$ cat src/rtl/eeprom_wpoll_pkg.sv
package eeprom_wpoll_pkg;

  typedef enum logic [1:0] {
    S_IDLE   = 2'd0,
    S_POLL   = 2'd1,
    S_VERIFY = 2'd2,
    S_RB     = 2'd3
  } wp_state_e;

  typedef enum logic [1:0] {
    E_IDLE = 2'd0,
    E_GAP  = 2'd1,
    E_REQ  = 2'd2
  } eng_state_e;

  // Data-bit method: a read is still busy when the status bit is inverted.
  function automatic logic dp_busy(input logic rd_bit, input logic wr_bit);
    return rd_bit != wr_bit;
  endfunction

  // Toggle method: busy while the toggle bit moved since the previous read.
  function automatic logic tg_busy(input logic prev_bit, input logic rd_bit);
    return prev_bit != rd_bit;
  endfunction

  // The current busy observation is the last one the budget allows.
  function automatic logic limit_hit(input logic [31:0] cnt, input logic [31:0] lim);
    return (cnt + 32'd1) >= lim;
  endfunction

endpackage

$ cat src/rtl/eeprom_wpoll_rdeng.sv
module eeprom_wpoll_rdeng
  import eeprom_wpoll_pkg::*;
#(
  parameter int DATA_W   = 8,
  parameter int READ_GAP = 3
) (
  input  logic              clk,
  input  logic              rst_n,
  input  logic              kick_i,
  output logic              rd_req_o,
  input  logic              rd_ack_i,
  input  logic [DATA_W-1:0] rd_data_i,
  output logic              rsp_vld_o,
  output logic [DATA_W-1:0] rsp_data_o
);
  localparam int GW = (READ_GAP < 1) ? 1 : $clog2(READ_GAP + 1);

  eng_state_e      st_q;
  logic [GW-1:0]   gap_q;
  logic [GW:0]     idle_run_q;

  assign rd_req_o = (st_q == E_REQ);

  always_ff @(posedge clk or negedge rst_n) begin
    if (!rst_n) begin
      st_q       <= E_IDLE;
      gap_q      <= '0;
      rsp_vld_o  <= 1'b0;
      rsp_data_o <= '0;
    end else begin
      rsp_vld_o <= 1'b0;
      unique case (st_q)
        E_IDLE: if (kick_i) begin
          gap_q <= GW'(READ_GAP);
          st_q  <= E_GAP;
        end
        E_GAP: begin
          if (gap_q == '0) st_q <= E_REQ;
          else             gap_q <= gap_q - 1'b1;
        end
        E_REQ: if (rd_ack_i) begin
          rsp_vld_o  <= 1'b1;
          rsp_data_o <= rd_data_i;
          st_q       <= E_IDLE;
        end
        default: st_q <= E_IDLE;
      endcase
    end
  end

  // Independent tally of request-free cycles, used only by the checks.
  always_ff @(posedge clk or negedge rst_n) begin
    if (!rst_n)                         idle_run_q <= '0;
    else if (rd_ack_i)                  idle_run_q <= '0;
    else if (!rd_req_o && (idle_run_q < (GW+1)'(READ_GAP)))
      idle_run_q <= idle_run_q + 1'b1;
  end

  p_req_hold_r9: assert property (@(posedge clk) disable iff (!rst_n)
    (rd_req_o && !rd_ack_i) |=> rd_req_o);
  p_gap_r9: assert property (@(posedge clk) disable iff (!rst_n)
    $rose(rd_req_o) |-> (idle_run_q >= (GW+1)'(READ_GAP)));
  p_kick_idle_r9: assert property (@(posedge clk) disable iff (!rst_n)
    kick_i |-> (st_q == E_IDLE));

endmodule

$ cat src/rtl/eeprom_wpoll_rbmon.sv
module eeprom_wpoll_rbmon #(
  parameter int RB_HOLDOFF = 4
) (
  input  logic clk,
  input  logic rst_n,
  input  logic arm_i,
  input  logic rb_n_i,
  output logic sample_ok_o,
  output logic ready_o
);
  localparam int HW = (RB_HOLDOFF < 1) ? 1 : $clog2(RB_HOLDOFF + 1);

  logic          s1_q, s2_q;
  logic [HW-1:0] hold_q;

  always_ff @(posedge clk or negedge rst_n) begin
    if (!rst_n) begin
      s1_q <= 1'b0;
      s2_q <= 1'b0;
    end else begin
      s1_q <= rb_n_i;
      s2_q <= s1_q;
    end
  end

  always_ff @(posedge clk or negedge rst_n) begin
    if (!rst_n)              hold_q <= '0;
    else if (arm_i)          hold_q <= HW'(RB_HOLDOFF);
    else if (hold_q != '0)   hold_q <= hold_q - 1'b1;
  end

  assign ready_o     = s2_q;
  assign sample_ok_o = (hold_q == '0) && !arm_i;

  generate
    if (RB_HOLDOFF > 0) begin : g_hold_chk
      p_holdoff_r7: assert property (@(posedge clk) disable iff (!rst_n)
        arm_i |=> !sample_ok_o);
    end
  endgenerate
  p_sync_r7: assert property (@(posedge clk) disable iff (!rst_n)
    $rose(ready_o) |-> $past(s1_q));

endmodule

$ cat src/rtl/eeprom_wpoll.sv
module eeprom_wpoll
  import eeprom_wpoll_pkg::*;
#(
  parameter int ADDR_W     = 13,
  parameter int DATA_W     = 8,
  parameter int CNT_W      = 16,
  parameter int READ_GAP   = 3,
  parameter int RB_HOLDOFF = 4,
  parameter int DP_BIT     = 7,
  parameter int TG_BIT     = 6
) (
  input  logic              clk,
  input  logic              rst_n,
  input  logic              start_i,
  input  logic [1:0]        mode_i,
  input  logic [ADDR_W-1:0] addr_i,
  input  logic [DATA_W-1:0] wdata_i,
  input  logic [CNT_W-1:0]  max_polls_i,
  output logic              rd_req_o,
  output logic [ADDR_W-1:0] rd_addr_o,
  input  logic              rd_ack_i,
  input  logic [DATA_W-1:0] rd_data_i,
  input  logic              rb_n_i,
  output logic              busy_o,
  output logic              done_o,
  output logic              timeout_o,
  output logic              wr_err_o
);
  wp_state_e         st_q;
  logic [ADDR_W-1:0] addr_q;
  logic [DATA_W-1:0] exp_q;
  logic              tog_q;
  logic [CNT_W-1:0]  max_q, cnt_q;
  logic              prev_q, have_prev_q, kick_q;

  logic              rsp_vld;
  logic [DATA_W-1:0] rsp_data;
  logic              rb_ok, rb_ready;

  // Named events for the checks and for readability.
  logic start_ok, first_tog, poll_busy, ev_limit, ev_match, outcome;

  assign start_ok  = start_i && (st_q == S_IDLE);
  assign first_tog = tog_q && !have_prev_q;
  assign poll_busy = tog_q ? tg_busy(prev_q, rsp_data[TG_BIT])
                           : dp_busy(rsp_data[DP_BIT], exp_q[DP_BIT]);
  assign ev_limit  = limit_hit(32'(cnt_q), 32'(max_q));
  assign ev_match  = (rsp_data == exp_q);
  assign outcome   = done_o || timeout_o || wr_err_o;

  assign busy_o    = (st_q != S_IDLE);
  assign rd_addr_o = addr_q;

  eeprom_wpoll_rdeng #(.DATA_W(DATA_W), .READ_GAP(READ_GAP)) u_rdeng (
    .clk        (clk),
    .rst_n      (rst_n),
    .kick_i     (kick_q),
    .rd_req_o   (rd_req_o),
    .rd_ack_i   (rd_ack_i),
    .rd_data_i  (rd_data_i),
    .rsp_vld_o  (rsp_vld),
    .rsp_data_o (rsp_data)
  );

  eeprom_wpoll_rbmon #(.RB_HOLDOFF(RB_HOLDOFF)) u_rbmon (
    .clk         (clk),
    .rst_n       (rst_n),
    .arm_i       (start_ok && mode_i[1]),
    .rb_n_i      (rb_n_i),
    .sample_ok_o (rb_ok),
    .ready_o     (rb_ready)
  );

  always_ff @(posedge clk or negedge rst_n) begin
    if (!rst_n) begin
      st_q        <= S_IDLE;
      addr_q      <= '0;
      exp_q       <= '0;
      tog_q       <= 1'b0;
      max_q       <= '0;
      cnt_q       <= '0;
      prev_q      <= 1'b0;
      have_prev_q <= 1'b0;
      kick_q      <= 1'b0;
      done_o      <= 1'b0;
      timeout_o   <= 1'b0;
      wr_err_o    <= 1'b0;
    end else begin
      kick_q    <= 1'b0;
      done_o    <= 1'b0;
      timeout_o <= 1'b0;
      wr_err_o  <= 1'b0;
      unique case (st_q)
        S_IDLE: if (start_i) begin
          addr_q      <= addr_i;
          exp_q       <= wdata_i;
          tog_q       <= (mode_i == 2'b01);
          max_q       <= max_polls_i;
          cnt_q       <= '0;
          have_prev_q <= 1'b0;
          if (mode_i[1]) st_q <= S_RB;
          else begin
            st_q   <= S_POLL;
            kick_q <= 1'b1;
          end
        end
        S_POLL: if (rsp_vld) begin
          if (first_tog) begin
            prev_q      <= rsp_data[TG_BIT];
            have_prev_q <= 1'b1;
            kick_q      <= 1'b1;
          end else if (poll_busy) begin
            if (ev_limit) begin
              timeout_o <= 1'b1;
              st_q      <= S_IDLE;
            end else begin
              cnt_q  <= cnt_q + 1'b1;
              prev_q <= rsp_data[TG_BIT];
              kick_q <= 1'b1;
            end
          end else begin
            st_q   <= S_VERIFY;
            kick_q <= 1'b1;
          end
        end
        S_VERIFY: if (rsp_vld) begin
          st_q <= S_IDLE;
          if (ev_match) done_o   <= 1'b1;
          else          wr_err_o <= 1'b1;
        end
        S_RB: if (rb_ok) begin
          if (rb_ready) begin
            done_o <= 1'b1;
            st_q   <= S_IDLE;
          end else if (ev_limit) begin
            timeout_o <= 1'b1;
            st_q      <= S_IDLE;
          end else begin
            cnt_q <= cnt_q + 1'b1;
          end
        end
        default: st_q <= S_IDLE;
      endcase
    end
  end

  p_one_outcome_r10: assert property (@(posedge clk) disable iff (!rst_n)
    $onehot0({done_o, timeout_o, wr_err_o}));
  p_pulse_r10: assert property (@(posedge clk) disable iff (!rst_n)
    outcome |=> !outcome);
  p_idle_at_end_r10: assert property (@(posedge clk) disable iff (!rst_n)
    outcome |-> !busy_o);
  p_start_ignored_r8: assert property (@(posedge clk) disable iff (!rst_n)
    (busy_o && start_i) |=> ($stable(rd_addr_o) && $stable(exp_q) && $stable(tog_q)));
  p_no_bus_rb_r7: assert property (@(posedge clk) disable iff (!rst_n)
    (st_q == S_RB) |-> !rd_req_o);
  p_timeout_r6: assert property (@(posedge clk) disable iff (!rst_n)
    timeout_o |-> ($past(busy_o) && (32'(cnt_q) + 32'd1 >= 32'(max_q))));
  p_verify_r5: assert property (@(posedge clk) disable iff (!rst_n)
    (done_o && !$past(st_q == S_RB)) |-> $past(st_q == S_VERIFY));
  p_werr_r5: assert property (@(posedge clk) disable iff (!rst_n)
    wr_err_o |-> $past(st_q == S_VERIFY));

endmodule

$ cat config.mk
export PLATFORM = sky130hd
export DESIGN_NAME = eeprom_wpoll
export DESIGN_NICKNAME = d
export VERILOG_FILES = /design/src/rtl/eeprom_wpoll_pkg.sv /design/src/rtl/eeprom_wpoll_rdeng.sv /design/src/rtl/eeprom_wpoll_rbmon.sv /design/src/rtl/eeprom_wpoll.sv
export SDC_FILE = /design/constraint.sdc
export NUM_CORES = 1
export LEC_CHECK = 0
export ABC_AREA = 1
export BUFFER_PORTS_ARGS = -buffer_cell sky130_fd_sc_hd__buf_2
export CAP_MARGIN = 30
export CORE_ASPECT_RATIO = 1.5
export CORE_MARGIN = 3
export CORE_UTILIZATION = 35
export CTS_BUF_LIST = sky130_fd_sc_hd__clkbuf_8
export CTS_CLUSTER_SIZE = 16
export DETAILED_ROUTE_END_ITERATION = 8
export GPL_ROUTABILITY_DRIVEN = 0
export SKIP_LAST_GASP = 1
export SLEW_MARGIN = 20
export SYNTH_ARGS = -nofsm -noshare
export SYNTH_HDL_FRONTEND = slang
export SYNTH_SLANG_ARGS = --single-unit
$ cat constraint.sdc
create_clock -name clk -period 2.9 [get_ports clk]
set_clock_uncertainty 0.2 [all_clocks]
set_input_delay 0.145 -clock clk [delete_from_list [all_inputs] [get_ports clk]]
set_output_delay 0.145 -clock clk [all_outputs]
set_load 0.02 [all_outputs]
==> impl_summary.txt, run 1 <==
----------------------------------------------------
[Finish]
  Antenna diode count ... 0
  Cell Count, Final, Fillers Out ... 873
  Layout area overhead ... 39.76%
  Number of filler cells placed in the layout ... 1130
  Fin nets ... 791
  Share of cells above drive strength 1 ... 0.2458
  Area occupied by multi-input gates ... 2322 um^2
  Area taken by flip-flops and latches ... between 2000 and 2500 um^2

[Pwr]
  Total power density per cell area ... 794.8 nW/um^2
  Combinational power share ... 0.458
  Net switching power ... around 2 mW
  Leakage power total ... 3.178 nW
  Clock share of power ... 0.185
  Peak supply drop ... 0.4838 mV
  Sequential fraction of design power ... 0.357
  Sw Ratio ... 0.4175
  Internal power of the cells ... 2.822 mW

[Timing]
  Fin Setup TNS ... 0 ns
  Unrepaired setup endpoints after global routing ... true
  Hold slack final ... 0.03863 ns
  Worst-margin pin slew ... 0.6332 ns
  Max-slew violations ... 0
  Number of hold-slack violations in the final timing report ... 0
  Share of the clock period used by the worst path after layout ... 0.9852
  Clock period minus final worst setup slack ... 2.857 ns
  Worst relative slew slack ... 0.5769
  Setup Viol. Count Final ... 0
  Achievable frequency ... 350.0 MHz

[Synth]
  Async set-reset flop share out of synthesis ... 1.000
  Dominant cells by area after synthesis ... sky130_fd_sc_hd__dfrtp_1, sky130_fd_sc_hd__nand2_1, sky130_fd_sc_hd__ha_1, sky130_fd_sc_hd__inv_1, sky130_fd_sc_hd__nor2_1
  Cell area after synthesis ... approximately 4400 um^2
  Syn Inst Count ... 566
  Fraction of post-synthesis cell area in the top cell type by area ... 0.4590
  Unique masters post-synth ... 32
  Cell taking the most area after synthesis ... sky130_fd_sc_hd__dfrtp_1
  Cell with the most instances after synthesis ... sky130_fd_sc_hd__nand2_1
  Number of nets in the synthesized netlist ... 642
  Total of flip-flops plus latches after synthesis ... 80
  Syn Area/Cell ... 7.706 um^2
  Number of enable flip-flop cells after synthesis ... 0
  Yosys Warn Count ... 0
  Most common flop cell mapped by yosys ... sky130_fd_sc_hd__dfrtp_1
  Seq/Total Area, Yosys ... 0.4590
  Post-synth top cells ... sky130_fd_sc_hd__nand2_1, sky130_fd_sc_hd__dfrtp_1, sky130_fd_sc_hd__inv_1, sky130_fd_sc_hd__nor2_1, sky130_fd_sc_hd__nand3_1

[Die]
  Std cell rows ... 49
  Die Y-Extent ... roughly 140 um
  Count of pins on the block boundary ... 70
  X dimension of the die ... 97.15 um
  CORE AREA ... 12080 um^2
  Die ar. ... 13870 um^2
  Initial standard-cell utilization of the core ... 0.3611

[Routing]
  Number of routed nets with antenna violations ... 0
  Post-detailed-route DRC marker count ... 0
  DRT Pass-1 Iters ... 4
  DR vias/cell ... between 4 and 5
  Violation count after the first detailed-route iteration ... 161
  Wire length per cell after detailed routing ... 12.93 um
  Total vias in the final route ... ~4000
  Routed WL ... 11290 um

[Clock tree]
  Number of H-tree levels ... 3
  Clock Pin Slew Worst Setup and Hold Paths ... 0.08 ns
  Clock tree from TritonCTS ... yes
  Clock Sink Count ... 80
  Maximum clock path buffer count ... 2
  Clock Tree Root ... sky130_fd_sc_hd__clkbuf_8
  Clk Latency, worst-skew pair ... around 0.35 ns
  TritonCTS buffer count ... 9

[Worst hold path]
  Start point of the worst hold path ... start_i
  Class of the most critical hold timing path ... primary input to register

[GRT]
  Total track usage ... 0.1661
  Pin count of the biggest net entering global routing ... 54
  Initial antenna violation count ... 0
  GRT overflow ... 0
  Number of global-route vias before repair ... roughly 4100
  Global-route wire length before repair ... 18570 um

[Flow run]
  Number of maximum-capacitance violations ... 0

[Worst setup path]
  Critical path startpoint category ... register
  Path type of the worst setup path ... register to register
  Data required, critical path ... 2.94 ns
  Reg2reg start ... cnt_q[8]
  Endpoint type of the worst setup path ... register
  Data arrival time at the worst-slack endpoint ... 2.90 ns
  Peak fanout along the critical path ... 8
  Origin of the worst setup path ... cnt_q[8]

[Status]
  Run status ... completed

[Place]
  Count of input and output buffers ... 69
  Half-perimeter wire length after detailed placement ... 7844 um
  Dpl cells ... approximately 800

----------------------------------------------------
==> placed cells by master (no fill, tap or decap), drive strengths merged, types with 10 or more instances in the layout <==
cell type,Yosys,layout
nand3,33,33
dlygate4sd3,0,52
inv,70,73
xor2,13,13
ha,24,24
o21ai,26,26
nand2,217,220
nor2,51,51
dfrtp,80,80
clkbuf,9,10
buf,3,95
==> metal layers <==
layer	vias to the layer above	GRT usage	part of all wire
met5	-	0	0
met4	0	0.08284	0.042
met3	31	0.03030	0.033
met2	106	0.3159	0.54
met1	1904	0.1742	0.39
li1	2050	-	-
==> registers in the layout, indices dropped and copies added, names as in the netlist, 2 cells and up <==
| name | count |
|---|---|
| max_q | 16 |
| cnt_q | 16 |
| rd_addr_o | 13 |
| u_rdeng.rsp_data_o | 8 |
| u_rdeng.st_q | 2 |
| st_q | 2 |
| u_rdeng.gap_q | 2 |
| exp_q | 8 |
| u_rbmon.hold_q | 3 |
==> through the flow <==
step | cell area [um^2] | utilization | setup slack (ns) | power, mW
after floorplan | 4362 | - | 0.03296 | 3.187
after global placement | 4972 | 0.4117 | -0.1012 | 3.634
after detailed placement | 5000 | 0.4140 | -0.1478 | 3.692
after CTS | 5821 | 0.4819 | 0.004108 | 4.762
after global routing | 6096 | 0.5047 | -0.1570 | 5.274
final | 6096 | 0.5047 | 0.04286 | 4.845
==> what timing repair did <==
item | 4_1_cts | 5_1_grt
hold buffers | 52 | 0
hold endpoints to repair | 133 | 0
pin swaps | 6 | 20
setup endpoints to repair | 20 | 21
resized for setup | 8 | 55
buffers inserted | 2 | 5
gates cloned | 2 | 1
==> path summary, 6_finish.rpt <==
| path | cells past startpoint | endpoint | slack, ns |
|---|---|---|---|
| worst min-delay path | 4 | have_prev_q | 0.04 |
| worst min register to register | 0 | u_rbmon.ready_o | 0.15 |
| min in group asynchronous | 2 | max_q[5] | 0.09 |
| worst max register to register | 16 | cnt_q[2] | 0.04 |
| worst max-delay path | 16 | cnt_q[2] | 0.04 |
| max in group asynchronous | 3 | cnt_q[3] | 1.81 |
==> area by class of cell <==
class                           count  share of cell area
Tap cell                          153             0.03140
Multi-Input combinational cell    406              0.3810
Clock inverter                      6             0.01252
Clock buffer                       10             0.02258
Sequential cell                    80              0.3288
Inverter                           71             0.04413
Timing Repair Buffer              147              0.1796
==> power by group through the flow <==
stage               Clock, mW  Combinational, mW  Sequential [mW]
floorplan                   0               1.37             1.82
global placement            0               1.89             1.74
detailed placement          0               1.94             1.75
CTS                     0.931               2.10             1.73
global route            0.973               2.53             1.77
finish                  0.897               2.22             1.73
==> worst max-delay path, cell delays in order (launching register included) <==
cell                      delay, ns
sky130_fd_sc_hd__dfrtp_1       0.42
sky130_fd_sc_hd__inv_1         0.15
sky130_fd_sc_hd__nor3_2        0.24
sky130_fd_sc_hd__nand3_1       0.16
sky130_fd_sc_hd__xor2_2        0.20
sky130_fd_sc_hd__inv_1         0.07
sky130_fd_sc_hd__ha_1          0.31
sky130_fd_sc_hd__nand2_4       0.09
sky130_fd_sc_hd__inv_1         0.05
sky130_fd_sc_hd__nand2_2       0.06
sky130_fd_sc_hd__a21oi_2       0.05
sky130_fd_sc_hd__nor2_2        0.15
sky130_fd_sc_hd__nand3_4       0.17
sky130_fd_sc_hd__nand2_8       0.15
sky130_fd_sc_hd__nand2_8       0.09
sky130_fd_sc_hd__nand2_1       0.10
sky130_fd_sc_hd__nand2_1       0.06
==> cells by family (layout without fill, tap and decap cells) <==
family | Yosys count | in the layout | share of synthesized area
adders and majority gates | 24 | 24 | 0.06885
xor gates and xnor gates | 19 | 19 | 0.03815
buffers and inverters | 83 | 234 | 0.07630
DFF | 80 | 80 | 0.4590
AOI/OAI and AO/OA | 40 | 40 | 0.05107
and+or+nand+nor | 320 | 323 | 0.3067
(Power assumes the default switching activity.)
==> run 2: changes to the inputs <==
--- a/config.mk
+++ b/config.mk
@@ -6,7 +6,7 @@
 export NUM_CORES = 1
 export LEC_CHECK = 0
 export ABC_AREA = 1
-export BUFFER_PORTS_ARGS = -buffer_cell sky130_fd_sc_hd__buf_2
+export BUFFER_PORTS_ARGS = -buffer_cell sky130_fd_sc_hd__buf_4
 export CAP_MARGIN = 30
 export CORE_ASPECT_RATIO = 1.5
 export CORE_MARGIN = 3
@@ -15,6 +15,7 @@
 export CTS_CLUSTER_SIZE = 16
 export DETAILED_ROUTE_END_ITERATION = 8
 export GPL_ROUTABILITY_DRIVEN = 0
+export RECOVER_POWER = 50
 export SKIP_LAST_GASP = 1
 export SLEW_MARGIN = 20
 export SYNTH_ARGS = -nofsm -noshare
==> run 2 against run 1 <==
Against the previous run: worst setup slack improved by 0.010 ns; wire length up 6.9%; cell count is 1.4% higher; first-iteration DRC count rose by 30%; critical endpoint is now cnt_q[6]; final area grew 5.5%; via count rose by 2.7%.
==> impl_summary.txt, run 2 (synthesis results as in run 1) <==
----------------------------------------------------
[Timing]
  Worst relative slew slack ... 0.2471 (was 0.5769)
  Fin Setup TNS ... 0 ns (unchanged)
  Unrepaired setup endpoints after global routing ... true (unchanged)
  Setup Viol. Count Final ... 0 (unchanged)
  Number of hold-slack violations in the final timing report ... 0 (unchanged)
  Worst-margin pin slew ... 1.129 ns (was 0.6332 ns)
  Max-slew violations ... 0 (unchanged)
  Achievable frequency ... 351.3 MHz (was 350.0 MHz)
  Clock period minus final worst setup slack ... 2.847 ns (was 2.857 ns)
  Share of the clock period used by the worst path after layout ... 0.9816 (was 0.9852)

[Pwr]
  Peak supply drop ... 0.5129 mV (was 0.4838 mV)
  Total power ... 4.984 mW (was 4.845 mW)
  Sequential fraction of design power ... 0.348 (was 0.357)
  Total power density per cell area ... 775.3 nW/um^2 (was 794.8 nW/um^2)
  Clock share of power ... 0.178 (was 0.185)
  Internal power of the cells ... 2.909 mW (was 2.822 mW)
  Combinational power share ... 0.474 (was 0.458)
  Net switching power ... 2.076 mW (was 2.023 mW)
  Sw Ratio ... 0.4164 (was 0.4175)
  Leakage power total ... 3.316 nW (was 3.178 nW)

[Clock tree]
  Maximum clock path buffer count ... 2 (unchanged)
  TritonCTS buffer count ... 9 (unchanged)
  Clock Sink Count ... 80 (unchanged)
  Clk Latency, worst-skew pair ... 0.36 ns (was 0.35 ns)
  Clock Tree Root ... sky130_fd_sc_hd__clkbuf_8 (unchanged)
  Clock tree from TritonCTS ... yes (unchanged)
  Clock Pin Slew Worst Setup and Hold Paths ... 0.08 ns (about the same)
  Number of H-tree levels ... 3 (unchanged)

[Finish]
  Number of filler cells placed in the layout ... 1070 (was 1130)
  Share of cells above drive strength 1 ... 0.2691 (was 0.2458)
  Most frequent standard cell in the layout excluding fill and tap cells ... sky130_fd_sc_hd__nand2_1 (unchanged)
  Most frequent cells in the layout ... sky130_fd_sc_hd__nand2_1, sky130_fd_sc_hd__buf_4, sky130_fd_sc_hd__dfrtp_1, sky130_fd_sc_hd__inv_1, sky130_fd_sc_hd__dlygate4sd3_1 (was sky130_fd_sc_hd__nand2_1, sky130_fd_sc_hd__dfrtp_1, sky130_fd_sc_hd__inv_1, sky130_fd_sc_hd__buf_2, sky130_fd_sc_hd__dlygate4sd3_1)
  Fin nets ... 803 (was 791)
  Area occupied by multi-input gates ... 2422 um^2 (was 2322 um^2)
  Area taken by flip-flops and latches ... 2006 um^2 (was 2004 um^2)
  Layout area overhead ... 47.39% (was 39.76%)
  Post-route cell area ... 6429 um^2 (was 6096 um^2)
  Antenna diode count ... 0 (unchanged)

[Worst setup path]
  Endpoint type of the worst setup path ... register (unchanged)
  FF-to-FF End ... cnt_q[6] (was cnt_q[2])
  Reg2reg start ... cnt_q[1] (was cnt_q[8])
  Data arrival time at the worst-slack endpoint ... 2.90 ns (about the same)
  Count of buffer and inverter cells on the critical path ... 1 (was 3)
  Stage delay of the slowest cell on the critical path ... 0.38 ns (was 0.42 ns)
  Critical path's slowest cell ... sky130_fd_sc_hd__dfrtp_1 (unchanged)
  R2R Setup Slk ... 0.05 ns (was 0.04 ns)
  Critical path startpoint category ... register (unchanged)
  Peak fanout along the critical path ... 8 (unchanged)
  Critical path cell sequence ... ha_2 -> buf_4 -> nand2_2 -> nor2_2 -> nand2_2 -> xor2_4 -> ha_4 -> a21o_1 -> nor2_2 -> nand3_2 -> nand2_4 -> nand3_4 -> nand2_8 -> nand2_8 -> nand2_1 -> nand2_1 (was inv_1 -> nor3_2 -> nand3_1 -> xor2_2 -> inv_1 -> ha_1 -> nand2_4 -> inv_1 -> nand2_2 -> a21oi_2 -> nor2_2 -> nand3_4 -> nand2_8 -> nand2_8 -> nand2_1 -> nand2_1)
  Category of cells accounting for the largest share of critical-path delay ... simple AND/OR/NAND/NOR gates (unchanged)
  Length in cells of the worst reg-to-reg path ... 16 (unchanged)
  Path type of the worst setup path ... register to register (unchanged)
  Data required, critical path ... 2.95 ns (was 2.94 ns)
  Origin of the worst setup path ... cnt_q[1] (was cnt_q[8])

[GRT]
  Pin count of the biggest net entering global routing ... 54 (unchanged)
  Number of global-route vias before repair ... 4180 (was 4114)
  Global-route wire length before repair ... 18820 um (was 18570 um)
  Total track usage ... 0.1682 (was 0.1661)
  GRT overflow ... 0 (unchanged)
  Initial antenna violation count ... 0 (unchanged)

[Routing]
  Post-detailed-route DRC marker count ... 0 (unchanged)
  Routed WL ... 12070 um (was 11290 um)
  DRT Pass-1 Iters ... 4 (unchanged)
  Number of routed nets with antenna violations ... 0 (unchanged)
  Total vias in the final route ... 4202 (was 4091)
  DR vias/cell ... 4.748 (was 4.686)
  Wire length per cell after detailed routing ... 13.64 um (was 12.93 um)
  Violation count after the first detailed-route iteration ... 210 (was 161)

[Place]
  Half-perimeter wire length after detailed placement ... 8133 um (was 7844 um)
  Post-detailed-placement cell area ... 5170 um^2 (was 5000 um^2)
  Count of input and output buffers ... 69 (unchanged)

[Worst hold path]
  Class of the most critical hold timing path ... primary input to asynchronous set/reset pin (was primary input to register)

[Flow run]
  Number of maximum-capacitance violations ... 0 (unchanged)

[Die]
  Die Y-Extent ... 142.7 um (unchanged)
  Die ar. ... 13870 um^2 (unchanged)
  CORE AREA ... 12080 um^2 (unchanged)
  Std cell rows ... 49 (unchanged)
  Count of pins on the block boundary ... 70 (unchanged)
  X dimension of the die ... 97.15 um (unchanged)
  Initial standard-cell utilization of the core ... 0.3611 (unchanged)

[Status]
  Run status ... completed (unchanged)

----------------------------------------------------
==> run 2: changes by cell type in the layout (fill, tap and decap cells not counted), sizes merged <==
cell,delta
buf,+10
clkinv,+3
inv,-2
clkbuf,+1
==> run 2: area by class of cell <==
class                           instances  area share
Clock inverter                          7     0.01362
Clock buffer                            9     0.01927
Tap cell                              153     0.02978
Timing Repair Buffer                  159      0.2067
Multi-Input combinational cell        406      0.3768
Inverter                               71     0.04185
Sequential cell                        80      0.3120
==> run 2: power groups by stage <==
stage,combinational (mW),clock [mW],sequential (mW)
global placement,1.97,0,1.75
detailed placement,2.03,0,1.76
global route,2.68,0.971,1.78
finish,2.36,0.885,1.74
floorplan,1.37,0,1.82
CTS,2.14,0.918,1.74
==> run 2: repair_timing <==
item / in CTS / in global routing
resized for setup: 10 / 66
endpoints found under the hold margin: 133 / 0
cloned: 0 / 3
setup endpoints to repair: 21 / 21
buffers inserted: 2 / 17
pin swaps: 1 / 27
hold buffers: 52 / 0
==> run 2: how the worst max path moves through the flow <==
stage,cells past startpoint,slack [ns],to
CTS,18,0.005,cnt_q[6]
global placement,16,-0.13,cnt_q[1]
finish,16,0.05,cnt_q[6]
floorplan,19,0.03,cnt_q[6]
detailed placement,16,-0.20,cnt_q[9]
global route,17,-0.12,cnt_q[6]
==> run 2: worst reg2reg max path, stage by stage (launching register included) <==
cell and delay [ns]:
sky130_fd_sc_hd__dfrtp_1 0.38, sky130_fd_sc_hd__ha_2 0.22, sky130_fd_sc_hd__buf_4 0.13, sky130_fd_sc_hd__nand2_2 0.06, sky130_fd_sc_hd__nor2_2 0.13, sky130_fd_sc_hd__nand2_2 0.11
sky130_fd_sc_hd__xor2_4 0.26, sky130_fd_sc_hd__ha_4 0.25, sky130_fd_sc_hd__a21o_1 0.16, sky130_fd_sc_hd__nor2_2 0.09, sky130_fd_sc_hd__nand3_2 0.10, sky130_fd_sc_hd__nand2_4 0.09
sky130_fd_sc_hd__nand3_4 0.15, sky130_fd_sc_hd__nand2_8 0.17, sky130_fd_sc_hd__nand2_8 0.10, sky130_fd_sc_hd__nand2_1 0.09, sky130_fd_sc_hd__nand2_1 0.05
==> run 2: metrics by stage <==
| step | util | hold WS, ns | worst slack [ns] | cells |
|---|---|---|---|---|
| after CTS | 0.4953 | 0.09131 | 0.004932 | 865 |
| after global routing | 0.5323 | 0.1135 | -0.1219 | 885 |
| after global placement | 0.4258 | 0.05774 | -0.1295 | 794 |
| final | 0.5323 | 0.06928 | 0.05332 | 885 |
| after detailed placement | 0.4281 | -0.05558 | -0.1982 | 795 |
| after floorplan | - | -0.3506 | 0.03296 | 566 |
==> run 2: metal layers <==
metal  global-route usage  wire, um
met1               0.1697      4438
met5                    0         0
met3              0.03715       501
met4               0.1028       615
met2               0.3137      6517
